## src/rtl/sregen_pkg.sv

```systemverilog
package sregen_pkg;

    localparam int OFF_W = 12;

    typedef logic [OFF_W-1:0] off_t;

    localparam off_t OFF_MAX = '1;
    localparam off_t OFF_ONE = off_t'(1);

    typedef enum logic [1:0] {
        LK_ACQ,
        LK_HOLD,
        LK_SUSPECT
    } lock_st_e;

    typedef struct packed {
        logic rise;
        off_t off;
    } hs_evt_t;

    function automatic off_t med3(input off_t a, input off_t b, input off_t c);
        if ((a >= b && a <= c) || (a <= b && a >= c)) return a;
        else if ((b >= a && b <= c) || (b <= a && b >= c)) return b;
        else return c;
    endfunction

    function automatic logic near1(input off_t a, input off_t b);
        off_t d;
        d = (a >= b) ? (a - b) : (b - a);
        return d <= OFF_ONE;
    endfunction

endpackage

```

## src/rtl/sregen_phase.sv

```systemverilog
module sregen_phase
    import sregen_pkg::*;
(
    input  logic clk,
    input  logic rst,
    input  logic de,
    output off_t off_now
);
    logic de_q;
    logic fall;
    off_t cnt_r, cnt_d;
    off_t pcnt, pmeas, plen;

    always_comb begin
        fall    = de_q & ~de;
        off_now = fall ? '0 : cnt_r;
        if (off_now == OFF_MAX)
            cnt_d = OFF_MAX;
        else if (plen != '0 && (off_now + OFF_ONE) == plen)
            cnt_d = '0;
        else
            cnt_d = off_now + OFF_ONE;
    end

    always_ff @(posedge clk) begin
        if (rst) begin
            de_q  <= 1'b0;
            cnt_r <= OFF_MAX;
            pcnt  <= OFF_MAX;
            pmeas <= '0;
            plen  <= '0;
        end else begin
            de_q  <= de;
            cnt_r <= cnt_d;
            if (fall) begin
                pcnt  <= OFF_ONE;
                pmeas <= pcnt;
                if (pcnt == pmeas && pcnt != OFF_MAX && pcnt > OFF_ONE)
                    plen <= pcnt;
            end else if (pcnt != OFF_MAX) begin
                pcnt <= pcnt + OFF_ONE;
            end
        end
    end

    // a learned period restarts the origin exactly one period after the last one
    p_period_wrap_r8: assert property (@(posedge clk) disable iff (rst)
        (plen != '0 && !fall && cnt_r == '0) |-> $past(off_now) == plen - OFF_ONE);

endmodule

```

## src/rtl/sregen_meter.sv

```systemverilog
module sregen_meter
    import sregen_pkg::*;
(
    input  logic    clk,
    input  logic    rst,
    input  logic    hsync_in,
    input  off_t    off_now,
    output hs_evt_t evt,
    output off_t    width
);
    logic hs_q;
    logic rise, fall;
    off_t wcnt;

    always_comb begin
        rise     = ~hs_q & hsync_in;
        fall     = hs_q & ~hsync_in;
        evt.rise = rise;
        evt.off  = off_now;
    end

    always_ff @(posedge clk) begin
        if (rst) begin
            hs_q  <= 1'b0;
            wcnt  <= '0;
            width <= OFF_ONE;
        end else begin
            hs_q <= hsync_in;
            if (rise)
                wcnt <= OFF_ONE;
            else if (hsync_in && wcnt != OFF_MAX)
                wcnt <= wcnt + OFF_ONE;
            if (fall)
                width <= wcnt;
        end
    end

    // the copied width is never zero
    p_width_nonzero_r5: assert property (@(posedge clk) disable iff (rst)
        width != '0);

endmodule

```

## src/rtl/sregen_lock.sv

```systemverilog
module sregen_lock
    import sregen_pkg::*;
(
    input  logic    clk,
    input  logic    rst,
    input  hs_evt_t evt,
    output logic    locked,
    output off_t    lock_off
);
    lock_st_e st;
    off_t h0, h1;
    logic [1:0] nval;
    off_t med;
    logic near;

    always_comb begin
        med    = med3(evt.off, h0, h1);
        near   = near1(evt.off, lock_off);
        locked = (st != LK_ACQ);
    end

    always_ff @(posedge clk) begin
        if (rst) begin
            st       <= LK_ACQ;
            h0       <= '0;
            h1       <= '0;
            nval     <= '0;
            lock_off <= '0;
        end else if (evt.rise) begin
            h1 <= h0;
            h0 <= evt.off;
            if (nval != 2'd2) nval <= nval + 2'd1;
            case (st)
                LK_ACQ: begin
                    if (nval == 2'd2) begin
                        lock_off <= med;
                        st       <= LK_HOLD;
                    end
                end
                LK_HOLD: begin
                    if (!near) st <= LK_SUSPECT;
                end
                LK_SUSPECT: begin
                    if (!near) lock_off <= med;
                    st <= LK_HOLD;
                end
                default: st <= LK_ACQ;
            endcase
        end
    end

    // lock is sticky
    p_lock_sticky_r9: assert property (@(posedge clk) disable iff (rst)
        locked |=> locked);

    // a measurement within one clock leaves the locked offset alone
    p_jitter_hold_r4: assert property (@(posedge clk) disable iff (rst)
        (locked && evt.rise && near) |=> $stable(lock_off));

    // a first outlier never moves the offset
    p_single_outlier_r6: assert property (@(posedge clk) disable iff (rst)
        (st == LK_HOLD && evt.rise) |=> $stable(lock_off));

endmodule

```

## src/rtl/sregen_gen.sv

```systemverilog
module sregen_gen
    import sregen_pkg::*;
(
    input  logic clk,
    input  logic rst,
    input  logic hsync_in,
    input  logic vsync_in,
    input  logic locked,
    input  off_t lock_off,
    input  off_t off_now,
    input  off_t width,
    output logic hsync_out,
    output logic vsync_out
);
    logic hs_d1, vs_d1;
    logic trig;
    off_t rem;

    always_comb begin
        trig = locked && (off_now == lock_off + OFF_ONE);
    end

    always_ff @(posedge clk) begin
        if (rst) begin
            hs_d1     <= 1'b0;
            vs_d1     <= 1'b0;
            hsync_out <= 1'b0;
            vsync_out <= 1'b0;
            rem       <= '0;
        end else begin
            hs_d1 <= hsync_in;
            vs_d1 <= vsync_in;
            if (!locked) begin
                hsync_out <= hs_d1;
                vsync_out <= vs_d1;
                rem       <= '0;
            end else if (trig) begin
                hsync_out <= 1'b1;
                vsync_out <= vsync_in;
                rem       <= width - OFF_ONE;
            end else if (rem != '0) begin
                hsync_out <= 1'b1;
                rem       <= rem - OFF_ONE;
            end else begin
                hsync_out <= 1'b0;
            end
        end
    end

    // when locked, a pulse only starts at the fixed offset
    p_start_at_offset_r4: assert property (@(posedge clk) disable iff (rst)
        ($past(locked) && $rose(hsync_out)) |-> $past(trig));

    // vertical sync moves only with a regenerated pulse start
    p_vs_aligned_r7: assert property (@(posedge clk) disable iff (rst)
        ($past(locked) && !$stable(vsync_out)) |-> $past(trig));

endmodule

```

## src/rtl/sync_regen.sv

```systemverilog
module sync_regen
    import sregen_pkg::*;
(
    input  logic clk,
    input  logic rst,
    input  logic hsync_in,
    input  logic vsync_in,
    input  logic de,
    output logic hsync_out,
    output logic vsync_out,
    output logic locked
);
    off_t    off_now;
    off_t    width;
    off_t    lock_off;
    hs_evt_t evt;

    sregen_phase u_phase (
        .clk     (clk),
        .rst     (rst),
        .de      (de),
        .off_now (off_now)
    );

    sregen_meter u_meter (
        .clk      (clk),
        .rst      (rst),
        .hsync_in (hsync_in),
        .off_now  (off_now),
        .evt      (evt),
        .width    (width)
    );

    sregen_lock u_lock (
        .clk      (clk),
        .rst      (rst),
        .evt      (evt),
        .locked   (locked),
        .lock_off (lock_off)
    );

    sregen_gen u_gen (
        .clk       (clk),
        .rst       (rst),
        .hsync_in  (hsync_in),
        .vsync_in  (vsync_in),
        .locked    (locked),
        .lock_off  (lock_off),
        .off_now   (off_now),
        .width     (width),
        .hsync_out (hsync_out),
        .vsync_out (vsync_out)
    );

    // nothing is driven high in the first clock after reset
    p_reset_quiet_r1: assert property (@(posedge clk)
        $past(rst) |-> (!hsync_out && !vsync_out && !locked));

endmodule

```

## config.mk

```make
export PLATFORM = sky130hd
export DESIGN_NAME = sync_regen
export DESIGN_NICKNAME = d
export VERILOG_FILES = /design/src/rtl/sregen_pkg.sv /design/src/rtl/sregen_phase.sv /design/src/rtl/sregen_meter.sv /design/src/rtl/sregen_lock.sv /design/src/rtl/sregen_gen.sv /design/src/rtl/sync_regen.sv
export SDC_FILE = /design/constraint.sdc
export NUM_CORES = 1
export LEC_CHECK = 0
export ABC_AREA = 1
export BUFFER_PORTS_ARGS = -buffer_cell sky130_fd_sc_hd__buf_2
export CAP_MARGIN = 10
export CORE_MARGIN = 2
export CORE_UTILIZATION = 40
export CTS_BUF_LIST = sky130_fd_sc_hd__clkbuf_8 sky130_fd_sc_hd__clkbuf_16
export DETAILED_ROUTE_END_ITERATION = 16
export PLACE_DENSITY_LB_ADDON = 0.25
export SKIP_CTS_REPAIR_TIMING = 1
export SKIP_LAST_GASP = 1
export SLEW_MARGIN = 10
export SYNTH_ARGS = -nofsm -noshare
export SYNTH_HDL_FRONTEND = slang
export SYNTH_SLANG_ARGS = --single-unit
```

## constraint.sdc

```tcl
create_clock -name clk -period 2.8 [get_ports clk]
set_clock_uncertainty 0.1 [all_clocks]
set_input_delay 0.14 -clock clk [delete_from_list [all_inputs] [get_ports clk]]
set_output_delay 0.14 -clock clk [all_outputs]
set_load 0.005 [all_outputs]
```

==> results.sh <==
export IMPL_drv_slew=0
export IMPL_antenna_found_initial=1
export IMPL_crit_fanout=8
export IMPL_totalWireLength_um=26570
export IMPL_wl_per_cell_um=14.95
export IMPL_first_iter_violations=638
export IMPL_viasPerCell=5.196
export IMPL_yosysTopAreaCell="dfxtp_1"
export IMPL_synthCells=1330
export IMPL_cp_data_required_time_ps=3020
export IMPL_finalSetupViolCount=23
export IMPL_dp_final_hpwl_um=19050
export IMPL_clock_fmax_ghz=0.3305
export IMPL_maxCapViolations=0
export IMPL_worstReg2RegEnd="u_lock.lock_off[2]"
export IMPL_ios=8
export IMPL_vias=9234
export IMPL_crit_start="u_phase.de_q"
export IMPL_drtPass1Iterations=5
export IMPL_setup_ws_ps=-225.9
export IMPL_die_w_um=151.5
export IMPL_fin_crit_sh=1.081
export IMPL_cp_arrival_ps=3250
export IMPL_numCtsBuffers=17
export IMPL_power_mw=8.737
export IMPL_yosys_warnings=0
export IMPL_fill_cells=1942
export IMPL_synth_seq_cells=129
export IMPL_worstSkewPairLatency_ps=430
export IMPL_ys_types=50
export IMPL_r2r_start="u_phase.de_q"
export IMPL_clockBufferDepth=2
export IMPL_synth_edf_count=0
export IMPL_post_place_ws_ps=-308.1
export IMPL_grt_pass1_wl_um=40200
export IMPL_syn2layout_area_growth_pct=36.08
export IMPL_hold_viol_final=0
export IMPL_synth_area_per_cell_um2=6.542
export IMPL_min_path_type="in2reg"
export IMPL_initial_core_util=0.4113
export IMPL_ys_seq_area_frac=0.2968
export IMPL_fp_dieH_um=151.5
export IMPL_status="complete, but fails checks"
export IMPL_synthArstFlopShare=0
export IMPL_synth_area_top_cells="dfxtp_1 30%, nand2_1 14%, inv_1 8.6%, ha_1 7.8%, nand3_1 5.8%"
export IMPL_crit_end="u_lock.lock_off[2]"
export IMPL_syn_nets=1390
export IMPL_io_buffers=7
export IMPL_final_layout_size_suffix_gt1_frac=0.2776
export IMPL_worst_pin_slew_ps=556.6
export IMPL_violations="setup timing"
export IMPL_crit_type="reg2reg"
export IMPL_grt_pass1_vias=8193
export IMPL_power_per_cell_area_mw_per_mm2=738.0
export IMPL_cp_end_kind="flip-flop"
export IMPL_core_area_mm2=0.02115
export IMPL_ir_worst_vdd_mv=0.5402
export IMPL_final_nets=1549
export IMPL_drc_errors=0
export IMPL_grt_max_degree=30
export IMPL_cts_sinks=129
export IMPL_die_area_mm2=0.02295
export IMPL_period_needed_ps=3026
export IMPL_maxSlewHeadroom=0.6261
export IMPL_cts_root_buffer="clkbuf_16"
export IMPL_row_count=53
export IMPL_globalRoute_totalOverflow=0
export IMPL_synth_ff_type="dfxtp_1"
export IMPL_synth_top_area_frac=0.2968
export IMPL_antenna_left=0
export IMPL_path_clk_slew_ps=60
export IMPL_cts_htree_levels=4
export IMPL_rsz0062_at_grt="true"
export IMPL_p_leak_nw=5.631
export IMPL_cp_start_kind="flip-flop"
export IMPL_antenna_cells=0
export IMPL_syn_area_mm2=0.008701
export IMPL_gp_congestion=0.9027
export IMPL_rr_worst_depth=21
export IMPL_reg2reg_slack_ps=-230
export IMPL_tritoncts="yes"
export IMPL_grtUsageTotal=0.2218
area by class of cell:
class / count / area [um^2] / share of cell area
multi-input cells: 957 / 6066 / 0.5123
well taps: 275 / 344.1 / 0.02906
repair inverters: 1 / 8.758 / 0.0007397
inverters: 206 / 792.0 / 0.06689
flip-flops and latches: 129 / 2590 / 0.2187
clock inverters: 14 / 131.4 / 0.01110
clock buffers: 18 / 439.2 / 0.03709
repair buffers: 177 / 1469 / 0.1241
flip-flops by register name, summed over array words and instances, names as in the netlist:
register / flops
u_phase.plen: 12
u_gen.hsync_out: 1
u_gen.rem: 12
u_lock.h0: 12
u_lock.st: 2
u_gen.hs_d1: 1
u_meter.width: 12
u_meter.wcnt: 12
u_phase.pcnt: 12
u_gen.vs_d1: 1
u_lock.lock_off: 12
u_phase.pmeas: 12
u_phase.de_q: 1
u_gen.vsync_out: 1
u_lock.nval: 2
u_phase.cnt_r: 12
u_lock.h1: 12
where the power goes:
group          switching, mW  internal, mW
registers              0.154          2.01
clock network          0.902          1.25
logic                   2.59          1.84
total                   3.64          5.10
synthesized netlist by cell type (3+ instances only):
library cell,number
nand2_1,329
inv_1,199
dfxtp_1,129
nor2_1,126
nand3_1,101
a21oi_1,72
o21ai_0,62
ha_1,54
nand4_1,39
o22ai_1,25
clkbuf_1,22
xor2_1,18
a211oi_1,15
nor3_1,15
nand2_2,12
o21bai_1,10
xnor2_1,10
nand2_4,7
nor4_1,7
buf_2,6
inv_2,6
o211ai_1,6
nand3_2,5
nor2_2,5
a31oi_1,4
buf_4,4
o21a_1,4
o21ai_1,4
or2_2,4
buf_6,3
nand3b_1,3
through the flow:
step	utilization	hold WS (ps)	instance area [um^2]	setup TNS, ps	cells
after floorplan	-	147.0	8813	0	1330
after detailed placement	0.4758	278.1	10060	-4983	1716
after global placement	0.4758	272.6	10060	-3822	1716
final	0.5597	56.77	11840	-2877	1777
after global routing	0.5597	87.55	11840	-8259	1777
after CTS	0.5028	-164.0	10640	-5660	1748
kinds of logic (layout without fill, tap and decap cells):
group                    count (synthesis)  after routing  synth area share
flip-flops                             129            129            0.2968
adder cells (fa/ha/maj)                 55             55           0.07995
AO/OA/AOI/OAI                          210            210            0.1392
XOR/XNOR                                29             29           0.03005
buffers and inverters                  244            416            0.1117
AND/OR/NAND/NOR                        663            663            0.3422
worst max-delay path, stage by stage (launching register included):
cell	delay, ps
dfxtp_4	360
nand2_8	110
buf_12	140
buf_6	110
nand2_4	60
ha_4	330
nand4_1	100
nand2_1	110
nand2_1	90
nand2_2	110
nand2_4	70
nand3_4	90
buf_6	140
nand2_2	70
nand3_1	90
nand3_2	100
nor3_4	220
nand3_4	140
nand2_4	160
inv_6	70
nor2_1	90
nor2_1	50
layout by cell type (no fill, tap or decap), types with 10 or more instances in the layout:
| cell type | count |
|---|---|
| ha_1 | 39 |
| xnor2_1 | 10 |
| a21oi_1 | 58 |
| inv_2 | 14 |
| nand2_4 | 19 |
| nand3_2 | 27 |
| a211oi_1 | 15 |
| nand2_1 | 287 |
| buf_4 | 137 |
| ha_4 | 15 |
| inv_1 | 186 |
| nand2_2 | 41 |
| o21ai_0 | 59 |
| nor3_1 | 13 |
| buf_6 | 24 |
| xor2_1 | 13 |
| nand3_4 | 10 |
| a21oi_2 | 13 |
| nand3_1 | 70 |
| clkbuf_16 | 17 |
| nand4_1 | 39 |
| nor2_4 | 14 |
| o22ai_1 | 25 |
| dfxtp_1 | 125 |
| nor2_2 | 20 |
| nor2_1 | 97 |
layer usage:
layer,vias up,track usage,wire [um],part of all wire
met4,2,0.07430,722,0.027
met5,-,0,13,0.00049
met1,4241,0.2973,12040,0.45
li1,4666,-,-,-
met3,61,0.03503,1207,0.045
met2,264,0.3645,12580,0.47
worst min path at each step:
stage / start / endpoint / slack, ps / depth (start not counted)
global placement: vsync_in / u_gen.vs_d1 / 270 / 3
CTS: vsync_in / u_gen.vs_d1 / -160 / 3
floorplan: vsync_in / u_gen.vs_d1 / 150 / 2
detailed placement: vsync_in / u_gen.vs_d1 / 280 / 3
finish: rst / u_gen.vs_d1 / 60 / 2
global route: rst / u_gen.vs_d1 / 90 / 2
No activity file was read; power rests on OpenSTA's default activity.
